$ cat src/rtl/nmi_shadow_pkg.sv
package nmi_shadow_pkg;
   // Default geometry of the machine status word
   localparam int unsigned DEF_XLEN     = 32;
   localparam int unsigned DEF_MPP_W    = 2;
   localparam int unsigned DEF_MPP_LSB  = 11;
   localparam int unsigned DEF_MPIE_BIT = 7;

   typedef enum logic {
      NMI_IDLE   = 1'b0,
      NMI_ACTIVE = 1'b1
   } nmi_state_e;
endpackage

$ cat src/rtl/nmi_gate.sv
module nmi_gate
   import nmi_shadow_pkg::*;
(
   input  logic clk_i,
   input  logic rst_ni,
   input  logic nmi_req_i,
   input  logic debug_mode_i,
   input  logic mret_retire_i,
   input  logic sync_trap_i,
   output logic accept_o,
   output logic leave_o,
   output logic mode_o
);
   nmi_state_e state_q, state_d;

   assign accept_o = nmi_req_i && (state_q == NMI_IDLE) && !debug_mode_i;
   assign leave_o  = mret_retire_i && (state_q == NMI_ACTIVE) && !sync_trap_i;

   always_comb begin
      state_d = state_q;
      unique case (state_q)
         NMI_IDLE:   if (accept_o) state_d = NMI_ACTIVE;
         NMI_ACTIVE: if (leave_o)  state_d = NMI_IDLE;
         default:    state_d = NMI_IDLE;
      endcase
   end

   always_ff @(posedge clk_i or negedge rst_ni) begin
      if (!rst_ni) state_q <= NMI_IDLE;
      else         state_q <= state_d;
   end

   assign mode_o = (state_q == NMI_ACTIVE);

   p_accept_sets_mode_r2: assert property (@(posedge clk_i) disable iff (!rst_ni)
      accept_o |=> mode_o);
   p_debug_blocks_r3: assert property (@(posedge clk_i) disable iff (!rst_ni)
      (debug_mode_i && !mode_o) |=> !mode_o);
   p_leave_clears_r6: assert property (@(posedge clk_i) disable iff (!rst_ni)
      leave_o |=> !mode_o);
   p_trap_holds_mode_r9: assert property (@(posedge clk_i) disable iff (!rst_ni)
      (mode_o && sync_trap_i) |=> mode_o);
endmodule

$ cat src/rtl/nmi_snapshot.sv
module nmi_snapshot #(
   parameter int unsigned XLEN  = 32,
   parameter int unsigned MPP_W = 2
) (
   input  logic             clk_i,
   input  logic             rst_ni,
   input  logic             capture_i,
   input  logic [MPP_W-1:0] mpp_i,
   input  logic             mpie_i,
   input  logic [XLEN-1:0]  epc_i,
   input  logic [XLEN-1:0]  cause_i,
   output logic [MPP_W-1:0] mpp_o,
   output logic             mpie_o,
   output logic [XLEN-1:0]  epc_o,
   output logic [XLEN-1:0]  cause_o
);
   always_ff @(posedge clk_i or negedge rst_ni) begin
      if (!rst_ni) begin
         mpp_o   <= '0;
         mpie_o  <= 1'b0;
         epc_o   <= '0;
         cause_o <= '0;
      end else if (capture_i) begin
         mpp_o   <= mpp_i;
         mpie_o  <= mpie_i;
         epc_o   <= epc_i;
         cause_o <= cause_i;
      end
   end

   p_snapshot_held_r4: assert property (@(posedge clk_i) disable iff (!rst_ni)
      !capture_i |=> ($stable(epc_o) && $stable(cause_o) && $stable(mpp_o) && $stable(mpie_o)));
   p_snapshot_taken_r5: assert property (@(posedge clk_i) disable iff (!rst_ni)
      capture_i |=> (epc_o == $past(epc_i) && cause_o == $past(cause_i)));
endmodule

$ cat src/rtl/nmi_restore.sv
module nmi_restore #(
   parameter int unsigned XLEN     = 32,
   parameter int unsigned MPP_W    = 2,
   parameter int unsigned MPP_LSB  = 11,
   parameter int unsigned MPIE_BIT = 7
) (
   input  logic             clk_i,
   input  logic             rst_ni,
   input  logic             leave_i,
   input  logic [XLEN-1:0]  mstatus_i,
   input  logic [MPP_W-1:0] sv_mpp_i,
   input  logic             sv_mpie_i,
   input  logic [XLEN-1:0]  sv_epc_i,
   input  logic [XLEN-1:0]  sv_cause_i,
   output logic             mstatus_we_o,
   output logic [XLEN-1:0]  mstatus_wdata_o,
   output logic             mepc_we_o,
   output logic [XLEN-1:0]  mepc_wdata_o,
   output logic             mcause_we_o,
   output logic [XLEN-1:0]  mcause_wdata_o
);
   // Bit-wise merge: each status bit picks saved field or live value
   for (genvar i = 0; i < XLEN; i++) begin : g_bit
      if (i >= MPP_LSB && i < MPP_LSB + MPP_W) begin : g_mpp
         assign mstatus_wdata_o[i] = sv_mpp_i[i-MPP_LSB];
      end else if (i == MPIE_BIT) begin : g_mpie
         assign mstatus_wdata_o[i] = sv_mpie_i;
      end else begin : g_keep
         assign mstatus_wdata_o[i] = mstatus_i[i];
      end
   end

   assign mstatus_we_o   = leave_i;
   assign mepc_we_o      = leave_i;
   assign mcause_we_o    = leave_i;
   assign mepc_wdata_o   = sv_epc_i;
   assign mcause_wdata_o = sv_cause_i;

   p_mstatus_fields_r7: assert property (@(posedge clk_i) disable iff (!rst_ni)
      mstatus_we_o |-> (mstatus_wdata_o[MPP_LSB +: MPP_W] == sv_mpp_i
                        && mstatus_wdata_o[MPIE_BIT] == sv_mpie_i));
endmodule

$ cat src/rtl/nmi_shadow_stack.sv
module nmi_shadow_stack
   import nmi_shadow_pkg::*;
#(
   parameter int unsigned XLEN     = DEF_XLEN,
   parameter int unsigned MPP_W    = DEF_MPP_W,
   parameter int unsigned MPP_LSB  = DEF_MPP_LSB,
   parameter int unsigned MPIE_BIT = DEF_MPIE_BIT
) (
   input  logic            clk_i,
   input  logic            rst_ni,
   input  logic            nmi_req_i,
   input  logic            debug_mode_i,
   input  logic [XLEN-1:0] mstatus_i,
   input  logic [XLEN-1:0] mepc_i,
   input  logic [XLEN-1:0] mcause_i,
   input  logic            mret_retire_i,
   input  logic            sync_trap_i,
   output logic            nmi_take_o,
   output logic            nmi_mode_o,
   output logic            mstatus_we_o,
   output logic [XLEN-1:0] mstatus_wdata_o,
   output logic            mepc_we_o,
   output logic [XLEN-1:0] mepc_wdata_o,
   output logic            mcause_we_o,
   output logic [XLEN-1:0] mcause_wdata_o
);
   localparam int unsigned MPP_MSB = MPP_LSB + MPP_W - 1;

   if (MPP_W == 0 || MPP_MSB >= XLEN) begin : g_bad_mpp
      $error("previous-privilege field does not fit the status word");
   end
   if (MPIE_BIT >= XLEN || (MPIE_BIT >= MPP_LSB && MPIE_BIT <= MPP_MSB)) begin : g_bad_mpie
      $error("previous-interrupt-enable bit misplaced");
   end

   logic             accept, leave;
   logic [MPP_W-1:0] sv_mpp;
   logic             sv_mpie;
   logic [XLEN-1:0]  sv_epc, sv_cause;

   nmi_gate u_gate (
      .clk_i         (clk_i),
      .rst_ni        (rst_ni),
      .nmi_req_i     (nmi_req_i),
      .debug_mode_i  (debug_mode_i),
      .mret_retire_i (mret_retire_i),
      .sync_trap_i   (sync_trap_i),
      .accept_o      (accept),
      .leave_o       (leave),
      .mode_o        (nmi_mode_o)
   );

   nmi_snapshot #(.XLEN(XLEN), .MPP_W(MPP_W)) u_snap (
      .clk_i     (clk_i),
      .rst_ni    (rst_ni),
      .capture_i (accept),
      .mpp_i     (mstatus_i[MPP_MSB:MPP_LSB]),
      .mpie_i    (mstatus_i[MPIE_BIT]),
      .epc_i     (mepc_i),
      .cause_i   (mcause_i),
      .mpp_o     (sv_mpp),
      .mpie_o    (sv_mpie),
      .epc_o     (sv_epc),
      .cause_o   (sv_cause)
   );

   nmi_restore #(.XLEN(XLEN), .MPP_W(MPP_W), .MPP_LSB(MPP_LSB), .MPIE_BIT(MPIE_BIT)) u_rest (
      .clk_i           (clk_i),
      .rst_ni          (rst_ni),
      .leave_i         (leave),
      .mstatus_i       (mstatus_i),
      .sv_mpp_i        (sv_mpp),
      .sv_mpie_i       (sv_mpie),
      .sv_epc_i        (sv_epc),
      .sv_cause_i      (sv_cause),
      .mstatus_we_o    (mstatus_we_o),
      .mstatus_wdata_o (mstatus_wdata_o),
      .mepc_we_o       (mepc_we_o),
      .mepc_wdata_o    (mepc_wdata_o),
      .mcause_we_o     (mcause_we_o),
      .mcause_wdata_o  (mcause_wdata_o)
   );

   assign nmi_take_o = accept;

   p_no_take_in_mode_r4: assert property (@(posedge clk_i) disable iff (!rst_ni)
      nmi_mode_o |-> !nmi_take_o);
   p_no_take_in_debug_r3: assert property (@(posedge clk_i) disable iff (!rst_ni)
      debug_mode_i |-> !nmi_take_o);
   p_we_together_r6: assert property (@(posedge clk_i) disable iff (!rst_ni)
      (mstatus_we_o == mepc_we_o) && (mepc_we_o == mcause_we_o));
   p_we_needs_mode_r10: assert property (@(posedge clk_i) disable iff (!rst_ni)
      mepc_we_o |-> nmi_mode_o);
   p_trap_blocks_restore_r9: assert property (@(posedge clk_i) disable iff (!rst_ni)
      sync_trap_i |-> !mstatus_we_o);
endmodule

$ cat config.mk
export PLATFORM = sky130hd
export DESIGN_NAME = nmi_shadow_stack
export DESIGN_NICKNAME = d
export VERILOG_FILES = /design/src/rtl/nmi_shadow_pkg.sv /design/src/rtl/nmi_gate.sv /design/src/rtl/nmi_snapshot.sv /design/src/rtl/nmi_restore.sv /design/src/rtl/nmi_shadow_stack.sv
export SDC_FILE = /design/constraint.sdc
export NUM_CORES = 1
export LEC_CHECK = 0
export BUFFER_PORTS_ARGS = -buffer_cell sky130_fd_sc_hd__clkbuf_2
export CORE_AREA = 2 2 84 86
export CTS_CLUSTER_DIAMETER = 150
export DETAILED_ROUTE_END_ITERATION = 12
export DIE_AREA = 0 0 86 88
export PLACE_DENSITY = 0.79
export SETUP_SLACK_MARGIN = 0.02
export SYNTH_ARGS = -nofsm -noshare
export SYNTH_HDL_FRONTEND = slang
export SYNTH_SLANG_ARGS = --single-unit
export TNS_END_PERCENT = 50
$ cat constraint.sdc
create_clock -name clk_i -period 2.1 [get_ports clk_i]
set_input_delay 0.315 -clock clk_i [delete_from_list [all_inputs] [get_ports clk_i]]
set_output_delay 0.315 -clock clk_i [all_outputs]
set_load 0.005 [all_outputs]
==> results of run 1 <==
-- power breakdown --
group | switching (uW) | leakage [uW] | total [uW] | internal [uW]
combinational | 417 | 0.000888 | 1100 | 682
clock | 452 | 0.0000872 | 934 | 482
sequential | 236 | 0.000800 | 2010 | 1770
-- worst max path at each step --
stage,depth (start not counted),end,slack [ns],from
final,3,nmi_take_o,0.23,u_gate.mode_o$_DFF_PN0_
after global routing,3,nmi_take_o,0.13,u_gate.mode_o$_DFF_PN0_
after CTS,3,nmi_take_o,0.18,u_gate.mode_o$_DFF_PN0_
after detailed placement,3,u_snap.mpp_o[0]$_DFFE_PN0P_,0.54,u_gate.mode_o$_DFF_PN0_
after global placement,3,u_snap.epc_o[25]$_DFFE_PN0P_,0.60,u_gate.mode_o$_DFF_PN0_
after floorplan,4,u_snap.epc_o[13]$_DFFE_PN0P_,0.65,u_gate.mode_o$_DFF_PN0_
-- layer usage --
| metal | global-route usage (%) | up-vias | wire (um) | part of all wire (%) |
|---|---|---|---|---|
| met4 | 5.19 | 0 | 84 | 1.6 |
| li1 | - | 821 | - | - |
| met3 | 6.97 | 12 | 548 | 11 |
| met2 | 22.8 | 97 | 2530 | 49 |
| met5 | 0 | - | 0 | 0 |
| met1 | 15.3 | 860 | 1980 | 39 |
-- layout by cell type, fill, tap and decap left out, drive strengths merged --
cell	count
clkinvlp	2
nor3b	1
clkbuf	154
clkinv	2
mux2	67
nor2b	1
dfrtp	68
buf	3
o22a	1
nand2	1
nor2	1
-- area by class of cell --
| type | instances | area, um2 |
|---|---|---|
| Timing Repair Buffer | 146 | 761 |
| Sequential cell | 68 | 1700 |
| Fill cell | 613 | 3110 |
| Clock buffer | 11 | 151 |
| Multi-Input combinational cell | 72 | 796 |
| Clock inverter | 4 | 25.0 |
| Tap cell | 80 | 100 |
-- logic make-up after synthesis --
kind of cell	Yosys count	share of synthesized area [%]
simple gates	4	0.944
buf+inv	39	10.4
mux	67	27.1
flops	68	61.2
compound gates	1	0.315
-- metrics by stage --
step / power [uW] / setup slack (ns) / util, % / area, um2
6_report: 4040 / 0.226 / 53.2 / 3530
2_1_floorplan: 2550 / 0.647 / - / 2780
4_1_cts: 4120 / 0.179 / 53.2 / 3530
3_3_place_gp: 3110 / 0.604 / 50.5 / 3360
5_1_grt: 4320 / 0.128 / 53.2 / 3530
3_5_place_dp: 3160 / 0.541 / 50.5 / 3360
-- flip-flops by register name, summed over array words and instances (netlist names) --
register / cells
u_snap.cause_o: 32
u_snap.epc_o: 32
u_snap.mpp_o: 2
u_gate.mode_o: 1
u_snap.mpie_o: 1
==> results.txt, run 1 <==
----------------------------------------------------
[Power and ir drop]
  Leakage power figure ... about 0.0018 uW
  P per Cell Area ... around 1100 nW/um2
  Maximum VDD drop ... 494 uV

[Critical path]
  End of the worst register-to-register path ... u_snap.cause_o[18]$_DFFE_PN0P_
  Cell family contributing the most delay on the critical path ... buffers and inverters
  Category of the worst setup path launch point ... flop
  Critical Path AT ... around 1.6 ns
  Worst reg-to-reg path cell count ... 3
  Buffers and inverters on the worst path ... 2
  Worst-path cell with the longest stage delay ... dfrtp_1
  Type of the worst setup path ... reg -> out
  Maximum net fanout on the critical path ... between 60 and 70
  Worst Setup End Kind ... output port
  Worst stage delay on the critical path ... about 0.44 ns
  Cell-by-cell trace of the critical path ... nor3b_4 > buf_12 > clkbuf_2
  Origin of the critical flop-to-flop path ... u_gate.mode_o$_DFF_PN0_
  Required time of the worst setup path ... roughly 1.8 ns
  Register-to-register path setup slack ... about 0.54 ns

[CTS]
  H-tree depth ... 3
  CTS root buf ... clkbuf_8
  Number of buffers inserted during clock tree synthesis ... 9
  Number of sinks handled by clock tree synthesis ... 68
  Cts-stage hold buffer count ... 0
  Resized cells post-CTS ... 0
  Register clock-pin slew on the reported worst setup and hold paths ... approximately 0.070 ns
  Setup Buffers After CTS ... 0
  Maximum buffer depth of the clock tree ... 2
  CTS tree ... yes
  Clock latency at the later pin of the worst-skew pair ... about 0.32 ns

[Yosys]
  Total nets after synthesis ... 281
  Synthesized area ... about 2800 um2
  Register area share after synthesis ... 61.2%
  Most area-hungry cell type in the Yosys netlist ... dfrtp_1
  Average cell area after synthesis ... 15.5 um2
  Post-synthesis async set-or-reset flop share ... 100%
  Warnings, synthesis ... 0
  Number of storage elements in the synthesis netlist ... roughly 70
  Area contributors post-synth ... dfrtp_1 61%, mux2_2 19%, buf_4 8.9%
  Mapped Cells ... between 150 and 200
  Most used standard cell by instance count after synthesis ... dfrtp_1
  Most used standard cells in the synthesized netlist ... 68 x dfrtp_1, 48 x mux2_2, 33 x buf_4, 19 x mux2_1, 4 x buf_2
  Main flop type after synthesis ... dfrtp_1
  Share of Yosys cell area claimed by the top area cell type ... approximately 61%
  Post-synth EDFFs ... 0
  Count of distinct cell types in the synthesized netlist ... 11

[Route]
  DRC marker count from the first detailed-route iteration ... 27
  Post-detailed-route wirelength per cell ... 13.5 um
  Drt first pass iters ... 2
  DRC errors left ... 0
  Number of vias after detailed routing ... ~1800
  DRT Wirelength ... ~5000 um
  Antenna-violating nets left ... 0
  Vias/cell ... 4.70

[Place]
  Input/output buffers ... between 100 and 150
  Final GP Congestion ... slightly above 0.7
  Placed Instances ... 366
  Post-detail-place hpwl ... 3830 um

[STA]
  Least-Margin Pin Slew ... roughly 0.36 ns
  Pins over their slew limit ... 0
  RSZ-0062 raised after global routing ... false
  Period utilization ... between 80% and 90%
  Worst hold slack across all endpoints ... -0.0152 ns
  Worst clock skew ... 0.00869 ns
  Hold Fails Final Rpt ... 9
  TNS Setup ... 0 ns
  Final setup vio count ... 0
  Worst max-slew margin expressed relative to the limit ... approximately three quarters
  Fin crit period ... around 1.9 ns
  Achievable clock frequency ... 534 MHz

[Global routing]
  Initial antenna violation count ... 0
  GRT Overall Usage ... 13.8%
  Via count of the first global-routing pass ... 1783
  First-pass GRT wire length ... 8070 um
  Global route overflow ... 0
  Largest net degree at the start of global routing ... roughly 70

[Cells and area]
  Area growth from synthesis to final layout ... 27.1%
  Total inserted antenna cells ... 0
  Filler-free cell count of the finished design ... roughly 380
  Layout net count ... roughly 400
  Layout cells sized above 1 ... between 60% and 70%

[Floorplan]
  DIE AREA ... ~7600 um2
  Die extent in x ... roughly 86 um
  Initial Utilization ... a little over two fifths
  Standard-cell rows ... 30
  # IOs ... just over 200
  Core Area ... between 6000 and 7000 um2
  Height of the die ... roughly 90 um

[Job]
  Max capacitance violation total ... 0

[Status]
  Violated checks ... negative hold slack
  Status ... complete, but fails checks

[Worst hold path]
  Min-Delay Path Class ... in -> async

----------------------------------------------------
Note: power is estimated with default switching activity, not from simulation.
==> run 2, diff against run 1 <==
--- a/config.mk
+++ b/config.mk
@@ -11,6 +11,7 @@
 export DETAILED_ROUTE_END_ITERATION = 12
 export DIE_AREA = 0 0 86 88
 export PLACE_DENSITY = 0.79
+export REMOVE_ABC_BUFFERS = 1
 export SETUP_SLACK_MARGIN = 0.02
 export SYNTH_ARGS = -nofsm -noshare
 export SYNTH_HDL_FRONTEND = slang
==> constraint.sdc (replaced) <==
create_clock -name clk_i -period 2.2 [get_ports clk_i]
set_input_delay 0.33 -clock clk_i [delete_from_list [all_inputs] [get_ports clk_i]]
set_output_delay 0.33 -clock clk_i [all_outputs]
set_load 0.005 [all_outputs]
==> results.txt, run 2 (synthesis gave the netlist of run 1 again) <==
----------------------------------------------------
[Status]
  Status ... complete, but fails checks (unchanged)
  Violated checks ... negative hold slack (unchanged)

[Power and ir drop]
  Leakage power figure ... 0.00178 uW (about the same)
  P per Cell Area ... 1100 nW/um2 (was 1140 nW/um2)
  Maximum VDD drop ... 493 uV (was 494 uV)

[Critical path]
  Worst reg-to-reg path cell count ... 3 (unchanged)
  Origin of the critical flop-to-flop path ... u_gate.mode_o$_DFF_PN0_ (unchanged)
  Cell family contributing the most delay on the critical path ... flip-flops (was buffers and inverters)
  Worst-path cell with the longest stage delay ... dfrtp_1 (unchanged)
  Register-to-register path setup slack ... 0.61 ns (was 0.54 ns)
  Worst Setup End Kind ... output port (unchanged)
  Category of the worst setup path launch point ... flop (unchanged)
  End point of the critical path ... nmi_take_o (unchanged)
  End of the worst register-to-register path ... u_snap.cause_o[14]$_DFFE_PN0P_ (was u_snap.cause_o[18]$_DFFE_PN0P_)
  Source of the critical timing path ... u_gate.mode_o$_DFF_PN0_ (unchanged)
  Critical path depth ... 3 (unchanged)
  Type of the worst setup path ... reg -> out (unchanged)
  Maximum net fanout on the critical path ... 39 (was 68)
  Buffers and inverters on the worst path ... 2 (unchanged)
  Cell-by-cell trace of the critical path ... nor3b_4 > buf_12 > clkbuf_2 (unchanged)
  Required time of the worst setup path ... 1.87 ns (was 1.78 ns)
  Worst stage delay on the critical path ... 0.43 ns (was 0.44 ns)
  Critical Path AT ... 1.45 ns (was 1.56 ns)

[Cells and area]
  Commonest non-fill, non-tap cell in the layout ... clkbuf_2 (unchanged)
  Most frequent cells in the layout ... 143 x clkbuf_2, 68 x dfrtp_1, 48 x mux2_2, 19 x mux2_1, 9 x clkbuf_8 (was 143 x clkbuf_2, 68 x dfrtp_1, 48 x mux2_2, 19 x mux2_1, 11 x clkbuf_8)
  Registers with the highest flip-flop counts ... u_snap.cause_o x32, u_snap.epc_o x32, u_snap.mpp_o x2 (unchanged)
  Layout cells sized above 1 ... 69.1% (was 69.8%)
  FF/Latch Area ... 1700 um2 (unchanged)
  Layout net count ... 400 (was 399)
  Total inserted antenna cells ... 0 (unchanged)
  Fill cells ... 582 (was 613)
  Area of the multi-input gates ... 796 um2 (unchanged)
  Area growth from synthesis to final layout ... 27.2% (was 27.1%)

[CTS]
  H-tree depth ... 3 (unchanged)
  CTS tree ... yes (unchanged)
  Resized cells post-CTS ... 0 (unchanged)
  Clock latency at the later pin of the worst-skew pair ... 0.33 ns (was 0.32 ns)
  Cts-stage hold buffer count ... 0 (unchanged)
  CTS root buf ... clkbuf_8 (unchanged)
  Maximum buffer depth of the clock tree ... 2 (unchanged)
  Number of buffers inserted during clock tree synthesis ... 9 (unchanged)
  Number of sinks handled by clock tree synthesis ... 68 (unchanged)
  Register clock-pin slew on the reported worst setup and hold paths ... 0.07 ns (about the same)
  Setup Buffers After CTS ... 0 (unchanged)

[Route]
  Post-detailed-route wirelength per cell ... 17.1 um (was 13.5 um)
  Number of vias after detailed routing ... 1839 (was 1790)
  Drt first pass iters ... 4 (was 2)
  Antenna-violating nets left ... 0 (unchanged)
  DRC marker count from the first detailed-route iteration ... 61 (was 27)
  DRC errors left ... 0 (unchanged)
  DRT Wirelength ... 6500 um (was 5150 um)
  Vias/cell ... 4.83 (was 4.70)

[Floorplan]
  Initial Utilization ... 41.9% (unchanged)
  Height of the die ... 88 um (unchanged)
  # IOs ... 203 (unchanged)
  DIE AREA ... 7570 um2 (unchanged)
  Standard-cell rows ... 30 (unchanged)
  Die extent in x ... 86 um (unchanged)
  Core Area ... 6640 um2 (unchanged)

[STA]
  Hold Fails Final Rpt ... 3 (was 9)
  Worst max-slew margin expressed relative to the limit ... 60.8% (was 76.0%)
  Period utilization ... 80.7%
  TNS Setup ... 0 ns (unchanged)
  Pins over their slew limit ... 0 (unchanged)
  Final setup vio count ... 0 (unchanged)
  RSZ-0062 raised after global routing ... false (unchanged)
  Fin crit period ... between 1.5 and 2 ns
  Least-Margin Pin Slew ... 0.588 ns (was 0.361 ns)
  Worst hold slack across all endpoints ... -0.0101 ns (was -0.0152 ns)
  Worst clock skew ... 0.0120 ns (was 0.00869 ns)
  Achievable clock frequency ... between 500 and 600 MHz

[Worst hold path]
  Min-Delay Path Class ... in -> async (unchanged)

[Global routing]
  GRT Overall Usage ... 16.9% (was 13.8%)
  Via count of the first global-routing pass ... 1806 (was 1783)
  Initial antenna violation count ... 0 (unchanged)
  First-pass GRT wire length ... 9330 um (was 8070 um)
  Largest net degree at the start of global routing ... 44 (was 69)
  Global route overflow ... 0 (unchanged)

[Place]
  Input/output buffers ... 144 (unchanged)
  Post-detail-place hpwl ... 5050 um (was 3830 um)
  Final GP Congestion ... 0.722 (was 0.714)

[Job]
  Max capacitance violation total ... 0 (unchanged)

----------------------------------------------------
==> run 2: through the flow <==
step / std cells / utilization, % / power (uW) / setup WS, ns / area (um2)
2_1_floorplan: 140 / - / 2370 / -1.53 / 2490
5_1_grt: 381 / 53.2 / 4150 / 0.317 / 3540
3_3_place_gp: 367 / 50.7 / 2970 / 0.637 / 3370
6_report: 381 / 53.2 / 3900 / 0.424 / 3540
3_5_place_dp: 367 / 50.7 / 3010 / 0.618 / 3370
4_1_cts: 381 / 53.2 / 3970 / 0.393 / 3540
==> run 2: worst min-delay path by stage <==
stage                               to  slack [ns]
2_1_floorplan  u_gate.mode_o$_DFF_PN0_        0.03
3_3_place_gp   u_gate.mode_o$_DFF_PN0_        0.37
3_5_place_dp   u_gate.mode_o$_DFF_PN0_        0.37
4_1_cts        u_gate.mode_o$_DFF_PN0_       0.002
5_1_grt        u_gate.mode_o$_DFF_PN0_        0.03
6_report       u_gate.mode_o$_DFF_PN0_       -0.01
==> run 2: routing by layer <==
metal	part of all wire, %	track usage, %	vias to the layer above
met5	0.94	6.49	-
met4	1.4	7.36	2
met3	15	13.1	16
met2	43	22.4	118
met1	39	19.7	883
li1	-	-	820
==> run 2: area by class of cell <==
class / instances / area share (%)
Tap cell: 80 / 2.83
Clock buffer: 11 / 3.71
Timing Repair Buffer: 147 / 21.7
Multi-Input combinational cell: 72 / 22.5
Sequential cell: 68 / 48.1
Clock inverter: 3 / 1.13
==> run 2: power breakdown <==
part           internal [uW]  switching (uW)
clock network            508             424
registers               1690             222
logic                    652             401
total                   2850            1050
==> run 3, diff against run 2 <==
--- a/config.mk
+++ b/config.mk
@@ -6,11 +6,11 @@
 export NUM_CORES = 1
 export LEC_CHECK = 0
 export BUFFER_PORTS_ARGS = -buffer_cell sky130_fd_sc_hd__clkbuf_2
-export CORE_AREA = 2 2 84 86
+export CORE_AREA = 2 2 87 89
 export CTS_CLUSTER_DIAMETER = 150
 export DETAILED_ROUTE_END_ITERATION = 12
-export DIE_AREA = 0 0 86 88
-export PLACE_DENSITY = 0.79
+export DIE_AREA = 0 0 89 91
+export PLACE_DENSITY = 0.75
 export REMOVE_ABC_BUFFERS = 1
 export SETUP_SLACK_MARGIN = 0.02
 export SYNTH_ARGS = -nofsm -noshare
==> constraint.sdc (replaced) <==
create_clock -name clk_i -period 1.8 [get_ports clk_i]
set_input_delay 0.27 -clock clk_i [delete_from_list [all_inputs] [get_ports clk_i]]
set_output_delay 0.27 -clock clk_i [all_outputs]
set_load 0.005 [all_outputs]
==> results.txt, run 3 (synthesis gave the netlist of run 1 again) <==
----------------------------------------------------
[STA]
  Period utilization ... a little over nine tenths
  Worst max-slew margin expressed relative to the limit ... 76.3% (was 60.8%)
  Worst hold slack across all endpoints ... 0.155 ns (was -0.0101 ns)
  Pins over their slew limit ... 0 (unchanged)
  Fin crit period ... about 1.7 ns
  RSZ-0062 raised after global routing ... false (unchanged)
  Achievable clock frequency ... 589 MHz
  Hold Fails Final Rpt ... 0 (was 3)
  Worst clock skew ... 0.00514 ns (was 0.0120 ns)
  Final setup vio count ... 0 (unchanged)
  Least-Margin Pin Slew ... 0.356 ns (was 0.588 ns)

[Global routing]
  Layer with the highest usage ... met2 (unchanged)
  Global route overflow ... 0 (unchanged)
  GRT met2 Usage ... 24.0% (was 22.4%)
  First-pass GRT wire length ... 10100 um (was 9330 um)
  Initial antenna violation count ... 0 (unchanged)
  Largest net degree at the start of global routing ... 69 (was 44)
  Via count of the first global-routing pass ... 1967 (was 1806)
  Routing usage on met3 ... 12.8% (was 13.1%)
  GRT met1 Usage ... 20.5% (was 19.7%)
  GRT Overall Usage ... 17.1% (was 16.9%)

[Cells and area]
  Most frequent cells in the layout ... 143 x clkbuf_2, 68 x dfrtp_1, 48 x mux2_2, 19 x mux2_1, 10 x clkbuf_8 (was 143 x clkbuf_2, 68 x dfrtp_1, 48 x mux2_2, 19 x mux2_1, 9 x clkbuf_8)
  Commonest non-fill, non-tap cell in the layout ... clkbuf_2 (unchanged)
  Total inserted antenna cells ... 0 (unchanged)
  Registers with the highest flip-flop counts ... u_snap.cause_o x32, u_snap.epc_o x32, u_snap.mpp_o x2 (unchanged)
  Layout net count ... 406 (was 400)
  Layout cells sized above 1 ... 69.6% (was 69.1%)
  Core occupancy in the finished layout ... 51.9% (was 53.2%)
  Area growth from synthesis to final layout ... 33.2% (was 27.2%)
  Filler-free cell count of the finished design ... 408 (was 381)

[Critical path]
  Worst stage delay on the critical path ... 0.43 ns (about the same)
  Maximum net fanout on the critical path ... 17 (was 39)
  Cell family contributing the most delay on the critical path ... buffers and inverters (was flip-flops)
  Worst Setup End Kind ... flop (was output port)
  Buffers and inverters on the worst path ... 2 (unchanged)
  Worst-path cell with the longest stage delay ... dfrtp_1 (unchanged)
  Category of the worst setup path launch point ... flop (unchanged)
  Type of the worst setup path ... reg -> reg (was reg -> out)
  Required time of the worst setup path ... 2.00 ns (was 1.87 ns)
  Critical Path AT ... 1.90 ns (was 1.45 ns)
  Cell-by-cell trace of the critical path ... nor3b_4 > buf_4 > bufbuf_16 > mux2_1 (was nor3b_4 > buf_12 > clkbuf_2)

[Place]
  Input/output buffers ... 144 (unchanged)
  Post-detail-place hpwl ... 4890 um (was 5050 um)
  Final GP Congestion ... 0.670 (was 0.722)
  Placed Instances ... 385 (was 367)

[CTS]
  Clock latency at the later pin of the worst-skew pair ... 0.32 ns (was 0.33 ns)
  Maximum buffer depth of the clock tree ... 2 (unchanged)
  Number of buffers inserted during clock tree synthesis ... 9 (unchanged)
  Register clock-pin slew on the reported worst setup and hold paths ... 0.07 ns (about the same)
  H-tree depth ... 3 (unchanged)
  CTS root buf ... clkbuf_8 (unchanged)
  Number of sinks handled by clock tree synthesis ... 68 (unchanged)
  CTS tree ... yes (unchanged)

[Route]
  Antenna-violating nets left ... 0 (unchanged)
  Drt first pass iters ... 4 (unchanged)
  Number of vias after detailed routing ... 1884 (was 1839)
  DRC errors left ... 0 (unchanged)
  Vias/cell ... 4.62 (was 4.83)
  DRT Wirelength ... 6980 um (was 6500 um)
  DRC marker count from the first detailed-route iteration ... 56 (was 61)
  Post-detailed-route wirelength per cell ... 17.1 um (about the same)

[Power and ir drop]
  Sw Pwr ... 1320 uW (was 1050 uW)
  Switching portion of total power ... 26.2% (was 26.9%)
  Clock network fraction of total power ... 27.0% (was 23.9%)
  Fraction of power consumed by sequential logic ... 46.6% (was 49.1%)
  Maximum VDD drop ... 654 uV (was 493 uV)
  Comb pwr share ... 26.5% (was 27.0%)
  Internal Dissipation ... 3710 uW (was 2850 uW)
  P per Cell Area ... 1360 nW/um2 (was 1100 nW/um2)
  Leakage power figure ... 0.00185 uW (was 0.00178 uW)

[Job]
  Max capacitance violation total ... 0 (unchanged)

[Floorplan]
  Die extent in x ... 89 um (was 86 um)
  Standard-cell rows ... 31 (was 30)
  DIE AREA ... 8100 um2 (was 7570 um2)
  Height of the die ... 91 um (was 88 um)
  Core Area ... 7140 um2 (was 6640 um2)
  # IOs ... 203 (unchanged)
  Initial Utilization ... 39.0% (was 41.9%)

[Status]
  Status ... finished, final reports clean (was complete, but fails checks)

[Worst hold path]
  Min-Delay Path Class ... in -> reg (was in -> async)

----------------------------------------------------
==> run 3: changes by cell type in the layout (fill, tap and decap cells not counted), sizes merged <==
| cell | before | now |
|---|---|---|
| bufbuf | 0 | 2 |
| clkinvlp | 0 | 1 |
| dlygate4sd3 | 0 | 1 |
| bufinv | 1 | 2 |
| clkbuf | 154 | 155 |
| clkinv | 2 | 1 |
| buf | 4 | 7 |
==> run 3: stage by stage <==
step	setup slack, ns	power (uW)	instance area [um2]	setup TNS (ns)
CTS	0.0348	5110	3670	0
finish	0.101	5030	3700	0
floorplan	-1.93	2900	2490	-129.17
detailed placement	0.254	3690	3380	0
global placement	0.287	3620	3380	0
global route	0.0289	5360	3700	0
==> run 3: layout make-up <==
class	count	area (um2)
clock buffer	12	145
multi-input combinational	72	796
tap	99	124
clock inverter	4	72.6
sequential	68	1700
timing repair buffer	153	866
fill	666	3430
==> run 3: power groups by stage <==
stage	sequential, uW	combinational [uW]	clock (uW)
2_1_floorplan	2390	504	0
3_3_place_gp	2340	1280	0
3_5_place_dp	2370	1320	0
4_1_cts	2350	1360	1410
5_1_grt	2420	1470	1480
6_report	2340	1330	1360
==> run 3: worst paths after layout <==
path	from	end	slack, ns	cells after the start
min reg2reg	u_snap.epc_o[8]$_DFFE_PN0P_	u_snap.epc_o[8]$_DFFE_PN0P_	0.49	1
max	u_gate.mode_o$_DFF_PN0_	u_snap.epc_o[6]$_DFFE_PN0P_	0.10	4
max reg2reg	u_gate.mode_o$_DFF_PN0_	u_snap.epc_o[6]$_DFFE_PN0P_	0.10	4
min in group asynchronous	rst_ni	u_snap.epc_o[4]$_DFFE_PN0P_	0.48	3
max in group asynchronous	rst_ni	u_snap.cause_o[12]$_DFFE_PN0P_	1.02	3
min	mepc_i[19]	u_snap.epc_o[19]$_DFFE_PN0P_	0.15	2
==> run 3: per-layer routing <==
metal	up-vias	share of wire, %
li1	830	-
met1	916	42
met2	127	42
met3	9	14
met4	2	0.76
met5	-	0.79
==> run 3: worst register-to-register path: cells and delay by family, from the launching register on <==
| kind | cells | cell delay (ns) |
|---|---|---|
| simple gates | 1 | 0.35 |
| buf+inv | 2 | 0.46 |
| flops | 1 | 0.43 |
| mux | 1 | 0.34 |
==> run 3: repair_timing <==
item                                    in CTS  in global routing
cloned                                       2                  0
resized for setup                            0                  0
endpoints found under the hold margin       68                  0
hold buffers                                 1                  0
buffers inserted                             0                  4
endpoints found under the setup margin       1                  1
pin swaps                                    1                  1
